--- src/rtl/wpg_pkg.sv ---
// Package: shared helpers for the wide port grouper.
// Assumes: phy counts from 1 to 8.
package wpg_pkg;

    // Width of a port ID field: enough for every phy index plus one spare
    // bit so that the all-ones code never names a real phy.
    function automatic int pid_w(input int n);
        return $clog2(n) + 1;
    endfunction

endpackage

--- src/rtl/wpg_capture.sv ---
// Module: wpg_capture
// Holds each phy's identified flag and the peer address seen on the cycle
// the flag rose. Assumes the address input is valid on that cycle; later
// values on the address input are disregarded until the flag drops.
module wpg_capture #(
    parameter int N      = 4,
    parameter int ADDR_W = 64
) (
    input  logic                clk,
    input  logic                rst_n,
    input  logic [N-1:0]        ident_i,
    input  logic [N*ADDR_W-1:0] addr_i,
    output logic [N-1:0]        ident_q_o,
    output logic [N*ADDR_W-1:0] addr_q_o
);

    // Register the flags and latch the address on each rising flag.
    always_ff @(posedge clk) begin
        if (!rst_n) begin
            ident_q_o <= '0;
            addr_q_o  <= '0;
        end else begin
            ident_q_o <= ident_i;
            for (int j = 0; j < N; j++) begin
                if (ident_i[j] && !ident_q_o[j]) begin
                    addr_q_o[j*ADDR_W +: ADDR_W] <= addr_i[j*ADDR_W +: ADDR_W];
                end
            end
        end
    end

    generate
        for (genvar g = 0; g < N; g++) begin : g_chk
            // a phy identified on two consecutive edges keeps its address
            p_hold_addr_r6: assert property (@(posedge clk) disable iff (!rst_n)
                (ident_q_o[g] && $past(ident_q_o[g]))
                |-> $stable(addr_q_o[g*ADDR_W +: ADDR_W]));
        end
    endgenerate

endmodule

--- src/rtl/wpg_group.sv ---
// Module: wpg_group
// Combinational grouping: compares every pair of captured addresses and
// picks, for each identified phy, the lowest identified phy with an equal
// address. Unidentified phys get the all-ones code.
// Assumes inputs come straight from registers (one compare plus one
// priority pass of logic depth before the output registers).
module wpg_group #(
    parameter int N      = 4,
    parameter int ADDR_W = 64,
    parameter int PID_W  = 3
) (
    input  logic [N-1:0]        ident_q_i,
    input  logic [N*ADDR_W-1:0] addr_q_i,
    output logic [N*PID_W-1:0]  pid_next_o
);

    localparam logic [PID_W-1:0] PID_NONE = {PID_W{1'b1}};

    // same[j][k] for k < j: captured addresses of phy j and phy k agree
    logic [N-1:0][N-1:0] same;
    logic [PID_W-1:0]    pid [N];

    generate
        for (genvar j = 0; j < N; j++) begin : g_row
            for (genvar k = 0; k < N; k++) begin : g_col
                if (k < j) begin : g_cmp
                    assign same[j][k] =
                        (addr_q_i[j*ADDR_W +: ADDR_W] == addr_q_i[k*ADDR_W +: ADDR_W]);
                end else begin : g_none
                    assign same[j][k] = 1'b0;
                end
            end
            assign pid_next_o[j*PID_W +: PID_W] = pid[j];
        end
    endgenerate

    // Priority pick: scan downward so the lowest matching phy wins.
    always_comb begin
        for (int j = 0; j < N; j++) begin
            pid[j] = PID_NONE;
            if (ident_q_i[j]) begin
                pid[j] = PID_W'(j);
                for (int k = N - 1; k >= 0; k--) begin
                    if (k < j && ident_q_i[k] && same[j][k]) begin
                        pid[j] = PID_W'(k);
                    end
                end
            end
        end
    end

endmodule

--- src/rtl/wpg_out.sv ---
// Module: wpg_out
// Registers the port IDs, builds the per-port member masks and raises the
// change pulse one edge after the registered flags changed.
// Assumes pid_next_i is derived from the same ident_q_i it is given.
module wpg_out #(
    parameter int N     = 4,
    parameter int PID_W = 3
) (
    input  logic               clk,
    input  logic               rst_n,
    input  logic [N-1:0]       ident_q_i,
    input  logic [N*PID_W-1:0] pid_next_i,
    output logic [N*PID_W-1:0] port_id_o,
    output logic [N*N-1:0]     port_mask_o,
    output logic               chg_pulse_o
);

    localparam logic [PID_W-1:0] PID_NONE = {PID_W{1'b1}};

    logic [N-1:0]   ident_prev;
    logic [N*N-1:0] mask_next;

    // Member masks: row p collects every phy whose next port ID is p.
    always_comb begin
        for (int p = 0; p < N; p++) begin
            for (int j = 0; j < N; j++) begin
                mask_next[p*N + j] = (pid_next_i[j*PID_W +: PID_W] == PID_W'(p));
            end
        end
    end

    // Output registers and change detector.
    always_ff @(posedge clk) begin
        if (!rst_n) begin
            port_id_o   <= {N{PID_NONE}};
            port_mask_o <= '0;
            ident_prev  <= '0;
            chg_pulse_o <= 1'b0;
        end else begin
            port_id_o   <= pid_next_i;
            port_mask_o <= mask_next;
            ident_prev  <= ident_q_i;
            chg_pulse_o <= (ident_q_i != ident_prev);
        end
    end

    // a flag change at the capture stage is followed by a pulse
    p_pulse_follows_r8: assert property (@(posedge clk) disable iff (!rst_n)
        (ident_q_i != $past(ident_q_i)) |=> chg_pulse_o);

    generate
        for (genvar g = 0; g < N; g++) begin : g_chk
            // a phy not identified one stage back holds the invalid code
            p_idle_invalid_r2: assert property (@(posedge clk) disable iff (!rst_n)
                !$past(ident_q_i[g]) |-> (port_id_o[g*PID_W +: PID_W] == PID_NONE));
            // a port index never exceeds the member's own index
            p_leader_low_r5: assert property (@(posedge clk) disable iff (!rst_n)
                (port_id_o[g*PID_W +: PID_W] != PID_NONE)
                |-> (int'(port_id_o[g*PID_W +: PID_W]) <= g));
            // the leader of a port is itself in that port
            p_leader_self_r5: assert property (@(posedge clk) disable iff (!rst_n)
                (port_id_o[g*PID_W +: PID_W] != PID_NONE)
                |-> (port_id_o[int'(port_id_o[g*PID_W +: PID_W])*PID_W +: PID_W]
                     == port_id_o[g*PID_W +: PID_W]));
        end
    endgenerate

endmodule

--- src/rtl/wide_port_grouper.sv ---
// Module: wide_port_grouper (top)
// Groups phys into ports by comparing the peer addresses they captured and
// selects each phy's transmitted local address.
// Assumes 1 <= N <= 8; identified flags come from the link layers of the
// phys and are synchronous to clk.
module wide_port_grouper #(
    parameter int N      = 4,
    parameter int ADDR_W = 64,
    localparam int PID_W = wpg_pkg::pid_w(N)
) (
    input  logic                clk,
    input  logic                rst_n,
    input  logic [N-1:0]        phy_ident_i,
    input  logic [N*ADDR_W-1:0] peer_addr_i,
    input  logic [ADDR_W-1:0]   local_addr_i,
    input  logic [N-1:0]        shareable_i,
    input  logic [N*ADDR_W-1:0] unique_addr_i,
    output logic [N*ADDR_W-1:0] tx_addr_o,
    output logic [N*PID_W-1:0]  port_id_o,
    output logic [N*N-1:0]      port_mask_o,
    output logic                chg_pulse_o
);

    logic [N-1:0]        ident_q;
    logic [N*ADDR_W-1:0] addr_q;
    logic [N*PID_W-1:0]  pid_next;

    // Capture stage: flags and first-seen peer addresses.
    wpg_capture #(.N(N), .ADDR_W(ADDR_W)) u_capture (
        .clk       (clk),
        .rst_n     (rst_n),
        .ident_i   (phy_ident_i),
        .addr_i    (peer_addr_i),
        .ident_q_o (ident_q),
        .addr_q_o  (addr_q)
    );

    // Grouping stage: pairwise compare and lowest-index pick.
    wpg_group #(.N(N), .ADDR_W(ADDR_W), .PID_W(PID_W)) u_group (
        .ident_q_i  (ident_q),
        .addr_q_i   (addr_q),
        .pid_next_o (pid_next)
    );

    // Output stage: registered IDs, masks and change pulse.
    wpg_out #(.N(N), .PID_W(PID_W)) u_out (
        .clk         (clk),
        .rst_n       (rst_n),
        .ident_q_i   (ident_q),
        .pid_next_i  (pid_next),
        .port_id_o   (port_id_o),
        .port_mask_o (port_mask_o),
        .chg_pulse_o (chg_pulse_o)
    );

    // Transmit address select: common address where sharing is allowed.
    generate
        for (genvar g = 0; g < N; g++) begin : g_tx
            assign tx_addr_o[g*ADDR_W +: ADDR_W] =
                shareable_i[g] ? local_addr_i : unique_addr_i[g*ADDR_W +: ADDR_W];
        end
    endgenerate

endmodule

--- config.mk ---
export PLATFORM = sky130hd
export DESIGN_NAME = wide_port_grouper
export DESIGN_NICKNAME = d
export VERILOG_FILES = /design/src/rtl/wpg_pkg.sv /design/src/rtl/wpg_capture.sv /design/src/rtl/wpg_group.sv /design/src/rtl/wpg_out.sv /design/src/rtl/wide_port_grouper.sv
export SDC_FILE = /design/constraint.sdc
export NUM_CORES = 1
export LEC_CHECK = 0
export BUFFER_PORTS_ARGS = -buffer_cell sky130_fd_sc_hd__buf_4
export CORE_AREA = 5 5 338 340
export DETAILED_ROUTE_END_ITERATION = 10
export DIE_AREA = 0 0 343 345
export GPL_TIMING_DRIVEN = 1
export PLACE_DENSITY = 0.33
export SETUP_SLACK_MARGIN = 0.2
export SLEW_MARGIN = 20
export SYNTH_ARGS = -nofsm -noshare
export SYNTH_HDL_FRONTEND = slang
export SYNTH_SLANG_ARGS = --single-unit
--- constraint.sdc ---
create_clock -name clk -period 2.3 [get_ports clk]
set_clock_uncertainty 0.15 [all_clocks]
set_input_delay 0.23 -clock clk [delete_from_list [all_inputs] [get_ports clk]]
set_output_delay 0.23 -clock clk [all_outputs]
set_load 0.02 [all_outputs]
; Yosys cells after proc, flatten, opt, wreduce, memory -nomap -nowiden
; Index checks and enable logic that the tools add are counted.
; Widths: inputs -> output; s select.
[op_classes]
muxes = 14
n_reduce_logical = 18
n_eq_ne = 19
[ops]
columns = op, count
row1 = $eq 64x64->1, 6
row2 = $mux 64, 4
row3 = $eq 3x2->1 const B, 8
row4 = $eq 3x1->1 const B, 4
row5 = $logic_not 3->1, 4
row6 = $mux 3, 4
row7 = $logic_and 1x1->1, 10
row8 = $mux 2, 4
row9 = $logic_not 1->1, 4
row10 = $ne 4x4->1, 1
row11 = $mux 1, 2
[totals]
word_cells = 60
regBits = 293
output_inout_bits = 285
inputBits = 586

; Logic depth before layout (Yosys ltp)
[depth]
depth_word = 7
ltp_mapped = 6
ltp_nobuf = 6

; Cells and area by module
; A second synthesis with hierarchy kept.
[unflattened]
cells_unflattened = 2074
hier_area_um2 = 18959.4
[by_module_without_submodules]
columns = mod, n_inst, seq_area_each_um2, area_each_um2, cells_per_inst
row1 = wpg_capture, 1, 5205.0, 10203.5, 1121
row2 = wpg_group, 1, 0.0, 4530.6, 597
row3 = wide_port_grouper, 1, 0.0, 3258.1, 284
row4 = wpg_out, 1, 660.6, 967.2, 72

; Least setup slack after synthesis
; Ideal clock, no wire load.
[synth_path]
path_kind = register -> register
from = reg u_capture.addr_q_o[225]
to = reg u_out.port_id_o[9]
setup_time_ns = 0.135
n_path_buf = 0
slack_ns = 0.281
path_stages_with_launch = 7
arrival_ns = 1.735
t_required_ns = 2.015
path_cell_list = dfxtp_1 nand2b_1 o2111ai_1 a2111oi_2 nand4_1 or4_4 a2bb2oi_1
[synth_between]
elab_chain_cells = 6
elab_cells_between_ends = 10
cone_classes = eq/ne: 3 / mux: 4 / reduce/logical: 3
[synth_lines]
columns = item, line_no
row1 = "start, declared", wpg_capture.sv:14  ; output logic [N*ADDR_W-1:0] addr_q_o
row2 = "start signal, assigned by index", wpg_capture.sv:26  ; addr_q_o[j*ADDR_W +: ADDR_W] <= addr_i[j*ADDR_W +: ADDR_W];
row3 = $eq 64x64->1, wpg_group.sv:28  ; (addr_q_i[j*ADDR_W +: ADDR_W] == addr_q_i[k*ADDR_W +: ADDR_W]);
row4 = $logic_and 1x1->1, wpg_group.sv:44  ; if (k < j && ident_q_i[k] && same[j][k]) begin
row5 = $mux 1, wpg_group.sv:44
row6 = $mux 2, wpg_group.sv:44
row7 = $mux 2 *, wpg_group.sv:44
row8 = $mux 3 *, wpg_group.sv:41  ; if (ident_q_i[j]) begin
row9 = "end signal, assigned", wpg_out.sv:35  ; port_id_o <= {N{PID_NONE}};
row10 = "end signal, assigned", wpg_out.sv:40  ; port_id_o <= pid_next_i;
row11 = "end, declared", wpg_out.sv:13  ; output logic [N*PID_W-1:0] port_id_o,
; Every way passes the cells marked *; elsewhere a longest branch is shown, timed or not.
; A chain may end at the register's enable or synchronous reset.

; Worst setup path after layout
[layout_path]
from = reg u_capture.addr_q_o[213]
to = reg u_out.port_id_o[10]
[layout_between]
elab_chain_cells = 5
elab_cells_between_ends = 7
cone_classes = eq/ne: 2 / mux: 3 / reduce/logical: 2
[layout_lines]
columns = item, line_no
row1 = $eq 64x64->1, wpg_group.sv:28
row2 = $logic_and 1x1->1, wpg_group.sv:44
row3 = $mux 2, wpg_group.sv:44
row4 = $mux 2 *, wpg_group.sv:44
row5 = $mux 3 *, wpg_group.sv:41
; Marks and branches as above.

==> summary.txt <==
Run status
  – Outcome: complete, but fails checks
  – Failing checks: negative setup slack

Synthesis
  – Commonest cells in the netlist: nand2_1, dfxtp_1, a21boi_0
  – Post-synthesis register bit count: 284
  – Library cells used by synthesis: 45
  – Syn Std Cell Area: 17800 um^2
  – Post-synthesis compound-gate area fraction: 0.156
  – Largest family of logic cells by synthesized area: simple AND/OR/NAND/NOR gates
  – Adder-cell area share of the yosys netlist: 0
  – Simple-gate share of the synthesized area: 0.185
  – Avg Cell Area, Syn: 8.45 um^2
  – Synth Warn #: 0
  – Cell taking the most area after synthesis: dfxtp_1
  – Post-synth EDFFs: 0
  – Post-synth top area share: 0.320
  – Top cells by area, synth: dfxtp_1, mux2_2, nand2_1, a21boi_0, xnor2_1
  – Ys async rst share: 0
  – Prevailing post-synth register cell: dfxtp_1
  – Mux share of post-synthesis cell area: 0.162
  – Sequential-to-total area share from yosys stat: 0.320
  – Syn Inst Count: 2103
  – Count leader, synth: nand2_1
  – XOR/XNOR share of the synthesized area: 0.132

Route
  – Wirelength per Cell: 40.7 um
  – Drt initial violations: 1703
  – # DRC: 0
  – Antenna-violating nets left: 0
  – Vias: 23200
  – Vias per cell: 4.48
  – TritonRoute pass-1 iters: 5
  – Final WL: 211 mm

Floorplanning
  – Core Region: 111000 um^2
  – Die Ht: 345 um
  – Starting density of the core: 0.160
  – DIE AREA: 118000 um^2
  – Rows: 123
  – Die X: 343 um
  – Ports: 871

Final layout
  – Area Overhead vs Synth: 96.1%
  – Final Instance Area: 34900 um^2
  – Storage element area: 5790 um^2
  – Multi-input gate area: 12300 um^2
  – Filler instances: 12000
  – Share of layout cells above drive strength 1: 0.502
  – Finished Layout Cells: 5177
  – Final Util: 0.313
  – Final #Nets: 4190

Placed design
  – Post-DP HPWL: 187 mm
  – Port Buffers: 865
  – Routability cong.: 1.11
  – Post-placement cell area: 29600 um^2
  – Placed cell count: 4793

STA
  – Slew @ Worst Pin: 0.910 ns
  – Final Hold Fails: 0
  – Ratio of final minimum period to clock period: 1.12
  – Setup TNS: -2.06 ns
  – Rel. slew slack: 0.392
  – Final setup fails: 13
  – Max frequency: 390 MHz
  – Final worst slack: -0.265 ns
  – Crit path time final: 2.56 ns
  – RSZ-0062 raised after global routing: yes
  – Final max-slew violation count: 0

Pwr
  – Cell Pwr Density: 573 nW/um^2
  – P_int: 12.7 mW
  – Switching share of power: 0.363
  – Clock power frac: 0.342
  – Seq pwr share: 0.281
  – Leak pwr: 14.9 nW
  – Max IR drop VDD: 0.000516 V
  – Sw power: 7.25 mW
  – Logic pwr share: 0.377

Global routing
  – Initial antenna violation count: 69
  – Vias in the first global route: 24400
  – First-pass GRT wire length: 263 mm
  – Grt ovf: 0
  – Pin count of the biggest net entering global routing: 137
  – GR Util All Layers: 0.341

Critical path
  – CP Capture Type: flop
  – Reg2reg path depth: 10
  – Req. time, crit path: 2.60 ns
  – Max FO, Critical Path: 4
  – Crit path kind: reg -> reg
  – Critical R2R Capture: u_out.port_id_o[10]
  – R2r setup slk: -0.26 ns
  – CP Launch Type: flop
  – Data arrival, critical path: 2.86 ns
  – FF-to-FF Start: u_capture.addr_q_o[213]

Clocking
  – TritonCTS clock tree: built
  – CTS max path bufs: 3
  – CTS sink cnt: 284
  – Worst-Skew Late Latency: 0.59 ns
  – CTS H-Tree Depth: 2
  – Root Driver: clkbuf_16
  – Num CTS Buffers: 40
  – Worst-path clk slew: 0.06 ns

Worst hold path
  – Worst Hold Depth: 3
  – Hold worst-path end: u_capture.addr_q_o[61]
  – Hold Path Class: in -> reg
  – Hold Path Origin: peer_addr_i[61]

Flow run
  – Max-cap viol count: 0
## what timing repair did
item / 4_1_cts / 5_1_grt
setup endpoints to repair: 16 / 14
gates resized for setup: 159 / 70
cloned: 0 / 0
endpoints found under the hold margin: 259 / 2
hold buffers: 259 / 2
buffers inserted: 2 / 6
pin swaps: 31 / 35
## worst max-delay path, cell delays in order (launching register included)
cell	delay (ns)
dfxtp_4	0.36
buf_8	0.13
xnor2_4	0.14
buf_6	0.12
nand4_1	0.33
nor4_2	0.33
buf_4	0.20
nand4_1	0.18
nor4_4	0.27
buf_4	0.18
o21ai_1	0.05
## worst max-delay path by stage
stage,from,endpoint,slack [ns]
after detailed placement,u_capture.addr_q_o[41],u_out.port_id_o[3],-0.82
final,u_capture.addr_q_o[213],u_out.port_id_o[10],-0.26
after global routing,u_capture.addr_q_o[213],u_out.port_id_o[10],-0.27
after global placement,u_capture.addr_q_o[41],u_out.port_id_o[3],-1.19
after CTS,u_capture.addr_q_o[29],u_out.port_id_o[3],-0.23
after floorplan,u_capture.addr_q_o[225],u_out.port_id_o[9],0.28
## state kept, by name, summed over array words and instances, names as in the netlist
name,flops
u_capture.addr_q_o,256
u_capture.ident_q_o,4
u_out.chg_pulse_o,1
u_out.ident_prev,4
u_out.port_id_o,9
u_out.port_mask_o,10
## power groups by stage
stage               Combinational (mW)  Clock, mW  Sequential [mW]
global route                      7.69       7.14             5.62
detailed placement                6.82          0             5.67
CTS                               7.43       6.97             5.59
global placement                  6.87          0             5.66
finish                            7.53       6.84             5.60
floorplan                         2.23          0             5.60
## cell usage in the layout, fill, tap and decap left out, types with 35 or more instances in the layout
| cell | count |
|---|---|
| a21boi_0 | 256 |
| buf_12 | 44 |
| buf_4 | 1254 |
| clkbuf_16 | 42 |
| dfxtp_1 | 221 |
| dfxtp_2 | 52 |
| diode_2 | 45 |
| dlygate4sd3_1 | 261 |
| inv_1 | 66 |
| mux2_2 | 256 |
| nand2_1 | 519 |
| nand2b_1 | 42 |
| nand4_1 | 57 |
| xnor2_1 | 147 |
| xnor2_2 | 35 |
| xor2_1 | 75 |
## logic make-up after synthesis
group / count (synthesis)
AO/OA/AOI/OAI: 364
buffers and inverters: 199
multiplexers: 256
AND/OR/NAND/NOR: 731
other: 1
XOR/XNOR: 268
flip-flops: 284
## metrics by stage
| step | setup WS [ns] | power (mW) | hold WS, ns |
|---|---|---|---|
| 2_1_floorplan | 0.281 | 7.83 | 0.202 |
| 3_3_place_gp | -1.19 | 12.5 | 0.309 |
| 3_5_place_dp | -0.823 | 12.5 | 0.320 |
| 4_1_cts | -0.229 | 20.0 | 0.00725 |
| 5_1_grt | -0.266 | 20.5 | 0.0171 |
| 6_report | -0.265 | 20.0 | 0.00865 |
## area by class of cell
type | instances | area share
Clock buffer | 58 | 0.0347
Tap cell | 1500 | 0.0538
Multi-Input combinational cell | 1625 | 0.352
Sequential cell | 284 | 0.166
Clock inverter | 12 | 0.00571
Antenna cell | 45 | 0.00323
Timing Repair Buffer | 1575 | 0.376
Inverter | 78 | 0.00883
## per-layer routing
layer | track usage | vias up | part of all wire
li1 | - | 10200 | -
met1 | 0.375 | 11700 | 0.37
met2 | 0.604 | 1007 | 0.50
met3 | 0.0669 | 270 | 0.058
met4 | 0.203 | 4 | 0.079
met5 | 0 | - | 0.00011
Power figures use the tool's default switching activity.
